===== config.mk =====
export PLATFORM = sky130hd
export DESIGN_NAME = wpr_victim_sel
export DESIGN_NICKNAME = d
export VERILOG_FILES = /design/src/rtl/wpr_pkg.sv /design/src/rtl/wpr_mask_bank.sv /design/src/rtl/wpr_victim_pick.sv /design/src/rtl/wpr_recency_upd.sv /design/src/rtl/wpr_victim_sel.sv
export SDC_FILE = /design/constraint.sdc
export NUM_CORES = 1
export LEC_CHECK = 0
export ABC_AREA = 1
export BUFFER_PORTS_ARGS = -buffer_cell sky130_fd_sc_hd__buf_2
export CORE_AREA = 2 2 147 149
export CTS_CLUSTER_DIAMETER = 200
export DETAILED_ROUTE_END_ITERATION = 16
export DIE_AREA = 0 0 149 151
export PLACE_DENSITY = 0.59
export SLEW_MARGIN = 20
export SYNTH_ARGS = -nofsm -noshare
export SYNTH_HDL_FRONTEND = slang
export SYNTH_HIERARCHICAL = 1
export SYNTH_SLANG_ARGS = --single-unit

===== constraint.sdc =====
create_clock -name clk -period 52.4 [get_ports clk]
set_input_delay 5.24 -clock clk [delete_from_list [all_inputs] [get_ports clk]]
set_output_delay 5.24 -clock clk [all_outputs]
set_load 0.02 [all_outputs]

===== src/rtl/wpr_pkg.sv =====
package wpr_pkg;

  // Source of the way touched by a lookup
  typedef enum logic [1:0] {
    TOUCH_NONE  = 2'd0,
    TOUCH_HIT   = 2'd1,
    TOUCH_EMPTY = 2'd2,
    TOUCH_OLD   = 2'd3
  } wpr_touch_e;

  // Next age of one way given the reference age of the touched way
  function automatic int unsigned wpr_aged(input int unsigned cur,
                                           input int unsigned refa,
                                           input bit          touched,
                                           input bit          active);
    if (!active)        return cur;
    else if (touched)   return 0;
    else if (cur < refa) return cur + 1;
    else                return cur;
  endfunction

  // Reference age used when a fill lands in an empty way
  function automatic int unsigned wpr_empty_ref(input int unsigned ways);
    return ways - 1;
  endfunction

endpackage


===== src/rtl/wpr_mask_bank.sv =====
module wpr_mask_bank #(
  parameter int unsigned NUM_WAYS    = 12,
  parameter int unsigned NUM_CLASSES = 4,
  localparam int unsigned CLS_W      = (NUM_CLASSES > 1) ? $clog2(NUM_CLASSES) : 1
) (
  input  logic                                   clk,
  input  logic                                   rst_n,
  input  logic                                   wr_en,
  input  logic [CLS_W-1:0]                       wr_cls,
  input  logic [NUM_WAYS-1:0]                    wr_mask,
  input  logic [CLS_W-1:0]                       rd_cls,
  output logic [NUM_WAYS-1:0]                    rd_mask
);

  logic [NUM_CLASSES-1:0][NUM_WAYS-1:0] mask_q;
  logic                                 wr_accept;

  assign wr_accept = wr_en && (wr_mask != '0);

  for (genvar c = 0; c < NUM_CLASSES; c++) begin : g_cls
    always_ff @(posedge clk or negedge rst_n) begin
      if (!rst_n)
        mask_q[c] <= '1;
      else if (wr_accept && (wr_cls == CLS_W'(c)))
        mask_q[c] <= wr_mask;
    end
  end

  always_comb begin
    rd_mask = mask_q[0];
    for (int c = 0; c < NUM_CLASSES; c++)
      if (rd_cls == CLS_W'(c)) rd_mask = mask_q[c];
  end

endmodule


===== src/rtl/wpr_victim_pick.sv =====
module wpr_victim_pick #(
  parameter int unsigned NUM_WAYS = 12,
  localparam int unsigned WAY_W   = $clog2(NUM_WAYS),
  localparam int unsigned AGE_W   = $clog2(NUM_WAYS)
) (
  input  logic [NUM_WAYS-1:0]       allowed,
  input  logic [NUM_WAYS-1:0]       valid,
  input  logic [NUM_WAYS*AGE_W-1:0] ages,
  output logic [WAY_W-1:0]          pick_way,
  output logic                      pick_empty
);

  logic [NUM_WAYS-1:0] empty_cand;
  logic [WAY_W-1:0]    empty_way;
  logic                empty_found;
  logic [WAY_W-1:0]    old_way;
  logic [AGE_W-1:0]    old_age;
  logic                old_seen;

  assign empty_cand = allowed & ~valid;

  // Lowest-numbered empty candidate
  always_comb begin
    empty_way   = '0;
    empty_found = 1'b0;
    for (int w = NUM_WAYS - 1; w >= 0; w--) begin
      if (empty_cand[w]) begin
        empty_way   = WAY_W'(w);
        empty_found = 1'b1;
      end
    end
  end

  // Oldest allowed way, strict compare keeps the lowest index on ties
  always_comb begin
    old_way  = '0;
    old_age  = '0;
    old_seen = 1'b0;
    for (int w = 0; w < NUM_WAYS; w++) begin
      if (allowed[w] && (!old_seen || ages[w*AGE_W +: AGE_W] > old_age)) begin
        old_way  = WAY_W'(w);
        old_age  = ages[w*AGE_W +: AGE_W];
        old_seen = 1'b1;
      end
    end
  end

  assign pick_empty = empty_found;
  assign pick_way   = empty_found ? empty_way : old_way;

endmodule


===== src/rtl/wpr_recency_upd.sv =====
module wpr_recency_upd
  import wpr_pkg::*;
#(
  parameter int unsigned NUM_WAYS = 12,
  localparam int unsigned WAY_W   = $clog2(NUM_WAYS),
  localparam int unsigned AGE_W   = $clog2(NUM_WAYS)
) (
  input  logic                      active,
  input  logic [WAY_W-1:0]          touch_way,
  input  logic [AGE_W-1:0]          ref_age,
  input  logic [NUM_WAYS*AGE_W-1:0] ages_in,
  output logic [NUM_WAYS*AGE_W-1:0] ages_out
);

  for (genvar g = 0; g < NUM_WAYS; g++) begin : g_way
    logic [AGE_W-1:0] cur;
    logic             hit_me;
    assign cur    = ages_in[g*AGE_W +: AGE_W];
    assign hit_me = (touch_way == WAY_W'(g));
    assign ages_out[g*AGE_W +: AGE_W] =
      AGE_W'(wpr_aged(int'(cur), int'(ref_age), hit_me, active));
  end

endmodule


===== src/rtl/wpr_victim_sel.sv =====
module wpr_victim_sel
  import wpr_pkg::*;
#(
  parameter int unsigned NUM_WAYS    = 12,
  parameter int unsigned NUM_CLASSES = 4,
  localparam int unsigned CLS_W      = (NUM_CLASSES > 1) ? $clog2(NUM_CLASSES) : 1,
  localparam int unsigned WAY_W      = $clog2(NUM_WAYS),
  localparam int unsigned AGE_W      = $clog2(NUM_WAYS)
) (
  input  logic                      clk,
  input  logic                      rst_n,
  input  logic                      cfg_we,
  input  logic [CLS_W-1:0]          cfg_cls,
  input  logic [NUM_WAYS-1:0]       cfg_mask,
  input  logic                      lkp_valid,
  input  logic [CLS_W-1:0]          lkp_cls,
  input  logic                      lkp_hit,
  input  logic [WAY_W-1:0]          lkp_hit_way,
  input  logic [NUM_WAYS-1:0]       set_valid,
  input  logic [NUM_WAYS*AGE_W-1:0] set_age,
  output logic                      upd_valid,
  output logic [WAY_W-1:0]          upd_way,
  output logic                      vic_valid,
  output logic [WAY_W-1:0]          vic_way,
  output logic [NUM_WAYS*AGE_W-1:0] age_next
);

  function automatic logic [AGE_W-1:0] age_at(input logic [NUM_WAYS*AGE_W-1:0] v,
                                              input logic [WAY_W-1:0] idx);
    logic [AGE_W-1:0] r;
    r = '0;
    for (int w = 0; w < NUM_WAYS; w++)
      if (idx == WAY_W'(w)) r = v[w*AGE_W +: AGE_W];
    return r;
  endfunction

  logic [NUM_WAYS-1:0] cur_mask;
  logic [WAY_W-1:0]    pick_way;
  logic                pick_empty;
  wpr_touch_e          touch_src;
  logic [WAY_W-1:0]    touch_way;
  logic [AGE_W-1:0]    ref_age;
  logic                miss_ev;
  logic                hit_ev;

  wpr_mask_bank #(.NUM_WAYS(NUM_WAYS), .NUM_CLASSES(NUM_CLASSES)) u_masks (
    .clk     (clk),
    .rst_n   (rst_n),
    .wr_en   (cfg_we),
    .wr_cls  (cfg_cls),
    .wr_mask (cfg_mask),
    .rd_cls  (lkp_cls),
    .rd_mask (cur_mask)
  );

  wpr_victim_pick #(.NUM_WAYS(NUM_WAYS)) u_pick (
    .allowed    (cur_mask),
    .valid      (set_valid),
    .ages       (set_age),
    .pick_way   (pick_way),
    .pick_empty (pick_empty)
  );

  assign hit_ev  = lkp_valid &&  lkp_hit;
  assign miss_ev = lkp_valid && !lkp_hit;

  always_comb begin
    if (hit_ev)                 touch_src = TOUCH_HIT;
    else if (miss_ev && pick_empty) touch_src = TOUCH_EMPTY;
    else if (miss_ev)           touch_src = TOUCH_OLD;
    else                        touch_src = TOUCH_NONE;
  end

  always_comb begin
    unique case (touch_src)
      TOUCH_HIT: begin
        touch_way = lkp_hit_way;
        ref_age   = age_at(set_age, lkp_hit_way);
      end
      TOUCH_EMPTY: begin
        touch_way = pick_way;
        ref_age   = AGE_W'(wpr_empty_ref(NUM_WAYS));
      end
      TOUCH_OLD: begin
        touch_way = pick_way;
        ref_age   = age_at(set_age, pick_way);
      end
      default: begin
        touch_way = '0;
        ref_age   = '0;
      end
    endcase
  end

  wpr_recency_upd #(.NUM_WAYS(NUM_WAYS)) u_rec (
    .active    (touch_src != TOUCH_NONE),
    .touch_way (touch_way),
    .ref_age   (ref_age),
    .ages_in   (set_age),
    .ages_out  (age_next)
  );

  assign upd_valid = lkp_valid;
  assign upd_way   = touch_way;
  assign vic_valid = miss_ev;
  assign vic_way   = pick_way;

endmodule


* Word-level counts from Yosys, hierarchy flattened
Index checks and enable logic that the tools add are counted.
** Word-level totals
- Output and inout bits :: 58
- Input bits :: 85
- Register bits :: 48
** Cells by class
- $lt $le $gt $ge :: 23
- Bitwise logic cells :: 2
- Reduce and logical (&&, ||, !) cells :: 49
- Eq/ne operators :: 42
- Multiplexer cells :: 126
- Add/sub/neg operators :: 12
** Operator list (number)
- 2-to-1 mux 4 bit :: 88
- adder 4 x 1 -> 4 bit (second input constant) :: 12
- equality test 4 x 3 -> 1 bit (second input constant) :: 12
- equality test 4 bit (second input constant) :: 12
- < comparator 4 bit :: 12
- > comparator 4 bit :: 11
- 2-to-1 mux 12 bit :: 3
- equality test 4 x 2 -> 1 bit (second input constant) :: 6
- 2-to-1 mux 1 bit :: 24
- logical AND 1 bit :: 19
- AND 12 bit :: 1
- equality test 2 bit (second input constant) :: 6
- equality test 4 x 1 -> 1 bit (second input constant) :: 3
- logical NOT 1 bit :: 12
- logical NOT 4 bit :: 3
- 2-to-1 mux 3 bit :: 4
- NOT 12 bit :: 1
- one-hot mux 4 bit (3 select lines) :: 1
- nonzero test 12 bit :: 1
- logical OR 1 bit :: 11
- 2-to-1 mux 2 bit :: 5
- one-hot mux 4 bit (2 select lines) :: 1
- equality test 2 x 1 -> 1 bit (second input constant) :: 3
- logical NOT 2 bit :: 1
- other kinds (2) :: 2

* Depth between registers and ports, before layout
- Depth after elaboration :: 68
- Mapped depth :: 149
- Depth with buffers taken out :: 144

* By module
Netlist, hierarchy kept.
** By module, submodules not included
- wpr_mask_bank :: times used 1, area each 2512.4 sq um, cells an instance 319
- wpr_recency_upd :: times used 1, area each 2432.3 sq um, cells an instance 460
- wpr_victim_pick :: times used 1, area each 2198.4 sq um, cells an instance 400
- wpr_victim_sel :: times used 1, area each 1124.8 sq um, cells an instance 259

* Worst setup path after synthesis
OpenSTA, ideal clock, no wires.
- Path kind :: input -> output
- Start :: input port lkp_cls[0]
- End :: output port age_next[12]
- Data arrival time :: 20.197 ns
- Setup slack :: 26.963 ns
- Stages on the path :: 135
- Cell sequence :: inv_1 -> nor2_1 -> inv_1 -> buf_2 -> nand2_1 -> nand2_1 -> nor2_1 -> o21ai_0 -> nand2_1 -> ha_1 -> nand2_1 -> inv_2 -> nand2_1 -> nand2_1 -> nand2_1 -> nand2_1 -> nand2_2 -> nand2_1 -> [99 not listed] -> nand2_1 -> o21ai_1 -> inv_1 -> nor2_1 -> nand2_1 -> or2_2 -> nand2_1 -> nand3_1 -> nand2_1 -> nand2_1 -> nand2_1 -> nand3_1 -> inv_1 -> ha_1 -> a21boi_0 -> o21bai_1 -> nand3_1 -> a21boi_0
** Between the ends
- Cells in the longest elaborated chain, start to end :: 68
- Elaborated cells between the ends (all ways) :: 148
- Classes of those cells :: order compare: 12; eq/ne: 18; mux: 80; bitwise: 1; reduce/logical: 37
** RTL lines
- start: declaration :: RTL line wpr_victim_sel.sv:16 : input logic [CLS_W-1:0] lkp_cls,
- equality test 2 x 1 -> 1 bit :: RTL line wpr_mask_bank.sv:32 : if (rd_cls == CLS_W'(c)) rd_mask = mask_q[c];
- 2-to-1 mux 12 bit (2 in a row) :: RTL line wpr_mask_bank.sv:32
- 2-to-1 mux 12 bit (*) :: RTL line wpr_mask_bank.sv:32
- via cur_mask[0] :: RTL line wpr_victim_sel.sv:37 : logic [NUM_WAYS-1:0] cur_mask;
- 2-to-1 mux 4 bit / 2-to-1 mux 1 bit (equally long branches) :: RTL line wpr_victim_pick.sv:40 : if (allowed[w] && (!old_seen || ages[w*AGE_W +: AGE_W] > old_age)) begin
- > comparator 4 bit / logical NOT 1 bit (equally long branches) :: RTL line wpr_victim_pick.sv:40
- logical OR 1 bit :: RTL line wpr_victim_pick.sv:40
- logical AND 1 bit :: RTL line wpr_victim_pick.sv:40
- [42 not listed]
- via vic_way[2] :: RTL line wpr_victim_sel.sv:24 : output logic [WAY_W-1:0] vic_way,
- [1 not listed]
- 2-to-1 mux 4 bit (11 in a row) :: RTL line wpr_victim_sel.sv:33 : if (idx == WAY_W'(w)) r = v[w*AGE_W +: AGE_W];
- 2-to-1 mux 4 bit (*) :: RTL line wpr_victim_sel.sv:33
- one-hot mux 4 bit (3 select lines) (*) :: RTL line wpr_victim_sel.sv:75 : unique case (touch_src)
- via ref_age[1] :: RTL line wpr_victim_sel.sv:42 : logic [AGE_W-1:0] ref_age;
- < comparator 4 bit (*) :: RTL line wpr_pkg.sv:18 : else if (cur < refa) return cur + 1;
- 2-to-1 mux 4 bit (*) :: RTL line wpr_pkg.sv:18
- 2-to-1 mux 4 bit (*) :: RTL line wpr_pkg.sv:17 : else if (touched) return 0;
- 2-to-1 mux 4 bit (*) :: RTL line wpr_pkg.sv:16 : if (!active) return cur;
- end: declaration :: RTL line wpr_victim_sel.sv:25 : output logic [NUM_WAYS*AGE_W-1:0] age_next
Mark *: on every way through the listed nets, which the timed path passes. The rest lies on a longest branch.

* Worst setup path after layout
- Start :: input port lkp_cls[0]
- End :: output port age_next[14]
** Between the ends
- Cells in the longest elaborated chain, start to end :: 68
- Elaborated cells between the ends (all ways) :: 148
- Classes of those cells :: order compare: 12; eq/ne: 18; mux: 80; bitwise: 1; reduce/logical: 37
** RTL lines (RTL line)
- equality test 2 x 1 -> 1 bit :: wpr_mask_bank.sv:32
- 2-to-1 mux 12 bit (2 in a row) :: wpr_mask_bank.sv:32
- 2-to-1 mux 12 bit (*) :: wpr_mask_bank.sv:32
- via cur_mask[0] :: wpr_victim_sel.sv:37
- 2-to-1 mux 4 bit / 2-to-1 mux 1 bit (equally long branches) :: wpr_victim_pick.sv:40
- > comparator 4 bit / logical NOT 1 bit (equally long branches) :: wpr_victim_pick.sv:40
- logical OR 1 bit :: wpr_victim_pick.sv:40
- logical AND 1 bit :: wpr_victim_pick.sv:40
- [42 not listed]
- logical NOT 4 bit :: wpr_victim_sel.sv:33
- 2-to-1 mux 4 bit (12 in a row) :: wpr_victim_sel.sv:33
- one-hot mux 4 bit (3 select lines) (*) :: wpr_victim_sel.sv:75
- via ref_age[1] :: wpr_victim_sel.sv:42
- < comparator 4 bit (*) :: wpr_pkg.sv:18
- 2-to-1 mux 4 bit (*) :: wpr_pkg.sv:18
- 2-to-1 mux 4 bit (*) :: wpr_pkg.sv:17
- 2-to-1 mux 4 bit (*) :: wpr_pkg.sv:16
Marks and branches as above.

==> impl_metrics.prom <==
# TYPE chip_impl_metric gauge
chip_impl_metric{name="final.min_clock_period",unit="ns"} 28.03
chip_impl_metric{name="final-hold-violation-count",unit=""} 0
chip_impl_info{name="synthTopCellsByArea",value="sky130_fd_sc_hd__nand2_1, sky130_fd_sc_hd__dfstp_2, sky130_fd_sc_hd__ha_1"} 1
chip_impl_metric{name="numClockSinks",unit=""} 48
chip_impl_metric{name="ys_async_sr_fraction",unit="%"} 100
chip_impl_metric{name="port-buffer-count",unit=""} 142
chip_impl_metric{name="placement_rows",unit=""} 53
chip_impl_metric{name="vias_in_the_first_global_route",unit=""} 8667
chip_impl_info{name="root_buffer",value="sky130_fd_sc_hd__clkbuf_16"} 1
chip_impl_metric{name="worst-endpoint-required",unit="ns"} 47.16
chip_impl_info{name="worstHoldPathType",value="flop to flop"} 1
chip_impl_metric{name="number_of_flops_mapped_to_enable_cells_by_yosys",unit=""} 0
chip_impl_metric{name="postCtsHoldBufs",unit=""} 0
chip_impl_metric{name="design.final.nets",unit=""} 1728
chip_impl_metric{name="leakage",unit="nW"} 5.28
chip_impl_metric{name="largest_register_ffs",unit=""} 48
chip_impl_metric{name="insertion_delay",unit="ns"} 0.29
chip_impl_metric{name="total_of_endpoints_with_negative_setup_slack_in_the_final_report",unit=""} 0
chip_impl_metric{name="detailed_route_drc_error_count",unit=""} 0
chip_impl_metric{name="gpl.final_weighted_congestion",unit=""} 0.924
chip_impl_metric{name="worst_ir_drop_vdd",unit="uV"} 30.5
chip_impl_metric{name="finalClockSkew",unit="ns"} 0
chip_impl_info{name="largestRegisters",value="u_masks/mask_q (48)"} 1
chip_impl_metric{name="dp_hpwl",unit="um"} 21500
chip_impl_metric{name="global_route.usage.total",unit="%"} 24.2
chip_impl_metric{name="post-place-cells",unit=""} 1823
chip_impl_metric{name="detail_route.first_pass.iterations",unit=""} 5
chip_impl_metric{name="post_cts_buffers",unit=""} 0
chip_impl_info{name="largest_register",value="u_masks/mask_q"} 1
chip_impl_metric{name="cts_repair_resize_count",unit=""} 0
chip_impl_metric{name="cp_slowest_stage_delay",unit="ns"} 0.63
chip_impl_info{name="status",value="finished clean"} 1
chip_impl_metric{name="fin_setup_tns",unit="ns"} 0
chip_impl_metric{name="synth.distinct_cells",unit=""} 37
chip_impl_metric{name="synthDominantCellAreaShare",unit="%"} 21.7
chip_impl_info{name="worst_path_max_delay_cell",value="sky130_fd_sc_hd__o21ai_0"} 1
chip_impl_metric{name="number_of_standard_cells_in_the_layout_taps_in_and_fillers_out",unit=""} 1830
chip_impl_metric{name="ioPinCount",unit=""} 143
chip_impl_metric{name="antenna_cells_inserted",unit=""} 0
chip_impl_metric{name="via_per_instance_ratio",unit=""} 5.21
chip_impl_metric{name="dieWidth",unit="um"} 149
chip_impl_metric{name="arrival",unit="ns"} 22.79
chip_impl_info{name="synth_commonest_cells",value="sky130_fd_sc_hd__nand2_1, sky130_fd_sc_hd__inv_1, sky130_fd_sc_hd__nor2_1"} 1
chip_impl_metric{name="drive_gt1_share",unit="%"} 16.5
chip_impl_info{name="synth_top_cell_by_area",value="sky130_fd_sc_hd__nand2_1"} 1
chip_impl_metric{name="via_count",unit=""} 9539
chip_impl_metric{name="cts_buffers",unit=""} 5
chip_impl_metric{name="critPathMaxFanout",unit=""} 12
chip_impl_metric{name="die_area",unit="um^2"} 22500
chip_impl_metric{name="totalPowerFinal",unit="W"} 0.000334
chip_impl_metric{name="post-route-period-util",unit="%"} 53.5
chip_impl_metric{name="routed_wl",unit="um"} 27200
chip_impl_info{name="startpoint_type",value="primary input"} 1
chip_impl_info{name="critical-path-top-cell-by-count",value="sky130_fd_sc_hd__nand2_1"} 1
chip_impl_metric{name="timing.max_slew.rel_slack",unit="%"} 37.8
chip_impl_metric{name="cts_buffer_depth",unit=""} 2
chip_impl_metric{name="seq_area_frac_synth",unit="%"} 15.3
chip_impl_info{name="synth_top_flop_cell",value="sky130_fd_sc_hd__dfstp_2"} 1
chip_impl_metric{name="pin_count_of_the_biggest_net_entering_global_routing",unit=""} 53
chip_impl_metric{name="pwr_dens",unit="nW/um^2"} 36.0
chip_impl_metric{name="grt_pass1_wl",unit="um"} 44000
chip_impl_metric{name="cts.clk_slew.worst_paths",unit="ns"} 0.06
chip_impl_metric{name="ant_nets",unit=""} 0
chip_impl_metric{name="postSynthCellCount",unit=""} 1438
chip_impl_metric{name="routed_wire_length_per_instance",unit="um"} 14.9
chip_impl_info{name="cts_tree",value="done"} 1
chip_impl_metric{name="yosysWarnings",unit=""} 6
chip_impl_metric{name="clock.fmax",unit="GHz"} 0.0357
chip_impl_metric{name="netlist_area_before_placement",unit="um^2"} 8270
chip_impl_metric{name="postSynthRegisterBits",unit=""} 48
chip_impl_metric{name="cts.htree.levels",unit=""} 2
chip_impl_info{name="path_class",value="primary input to primary output"} 1
chip_impl_info{name="synth.most_common_cell",value="sky130_fd_sc_hd__nand2_1"} 1
chip_impl_metric{name="tightest_slew",unit="ns"} 0.932
chip_impl_metric{name="syn-num-nets",unit=""} 1611
chip_impl_metric{name="initial_utilization",unit="%"} 39.7
chip_impl_metric{name="dieHeight",unit="um"} 151
chip_impl_info{name="rsz0062_at_grt",value="no"} 1
chip_impl_metric{name="antenna_violations_before_repair",unit=""} 0
chip_impl_metric{name="post_synth.cell_area_avg",unit="um^2"} 5.75
chip_impl_metric{name="areaGrowthSynthToFinish",unit="%"} 12.0
chip_impl_metric{name="maxCapViolations",unit=""} 0
chip_impl_metric{name="design.core.area",unit="um^2"} 20800
chip_impl_metric{name="globalRoute.totalOverflow",unit=""} 0
chip_impl_metric{name="timing.final.max_slew_violations",unit=""} 0
chip_impl_info{name="worst_setup_path_end_kind",value="primary output"} 1
chip_impl_metric{name="drtIter0Drc",unit=""} 650
-- final timing paths --
check	from	to	slack, ns	cells after the start
setup / recovery	lkp_cls[0]	age_next[14]	24.37	131
hold / removal	u_masks/mask_q[27]	u_masks/mask_q[27]	0.46	2
setup reg to reg	u_masks/mask_q[33]	u_masks/mask_q[33]	51.66	2
hold reg to reg	u_masks/mask_q[27]	u_masks/mask_q[27]	0.46	2
max in group asynchronous	rst_n	u_masks/mask_q[44]	47.04	1
min in group asynchronous	rst_n	u_masks/mask_q[9]	5.30	1
-- logic make-up after synthesis --
kind of cell | count (synthesis) | synth area share [%]
DFF | 48 | 15.3
adders and majority gates | 88 | 13.3
and+or+nand+nor | 891 | 48.3
AOI/OAI and AO/OA | 166 | 11.0
buffers and inverters | 245 | 12.2
-- final cells by class --
class                   instances  area (um^2)
clock inverters                 2         12.5
repair buffers                144          728
flip-flops and latches         48         1260
multi-input cells            1145         6000
fillers                      2347        11600
clock buffers                   5          125
well taps                     275          344
inverters                     211          792
-- metrics by stage --
stage | util, % | hold WS, ns | setup WS [ns] | area [um^2]
after floorplan | - | 0.440 | 26.96 | 8270
after global placement | 43.8 | 0.450 | 24.75 | 9120
after detailed placement | 43.8 | 0.451 | 24.48 | 9120
after CTS | 44.5 | 0.461 | 24.43 | 9260
after global routing | 44.5 | 0.476 | 22.00 | 9260
final | 44.5 | 0.459 | 24.37 | 9260
-- worst max-delay path: cells and delay by family --
kind                       cells  cell delay [ns]
and+or+nand+nor               77             7.92
AOI/OAI and AO/OA             28             4.56
adders and majority gates     12             3.65
buffers and inverters         14             1.40
-- per-layer routing --
layer  vias to the layer above  wire (um)  part of all wire (%)  track usage, %
met2                       287      13100                    48            43.8
li1                       4925          -                     -               -
met4                         0        422                   1.5            5.67
met1                      4295      12300                    45            31.4
met5                         -          0                     0               0
met3                        32       1420                   5.2            1.57
-- cells in the final DEF, fill, tap and decap left out, types with 10 or more instances in the layout --
cell and n:
sky130_fd_sc_hd__nand2_1 479, sky130_fd_sc_hd__nand2_2 16, sky130_fd_sc_hd__nand4_1 83, sky130_fd_sc_hd__buf_2 141, sky130_fd_sc_hd__o21ai_0 73, sky130_fd_sc_hd__a21oi_1 47, sky130_fd_sc_hd__inv_2 10, sky130_fd_sc_hd__nor2_1 137
sky130_fd_sc_hd__dfstp_2 48, sky130_fd_sc_hd__nand3_1 120, sky130_fd_sc_hd__nor3_1 11, sky130_fd_sc_hd__ha_1 88, sky130_fd_sc_hd__o21ai_1 11, sky130_fd_sc_hd__inv_1 200
-- power by group --
group | switching, W | internal, W
registers | 0.00000363 | 0.0000473
logic | 0.000163 | 0.0000889
clock network | 0.0000133 | 0.0000173
total | 0.000180 | 0.000154
Power figures use the tool's default switching activity.
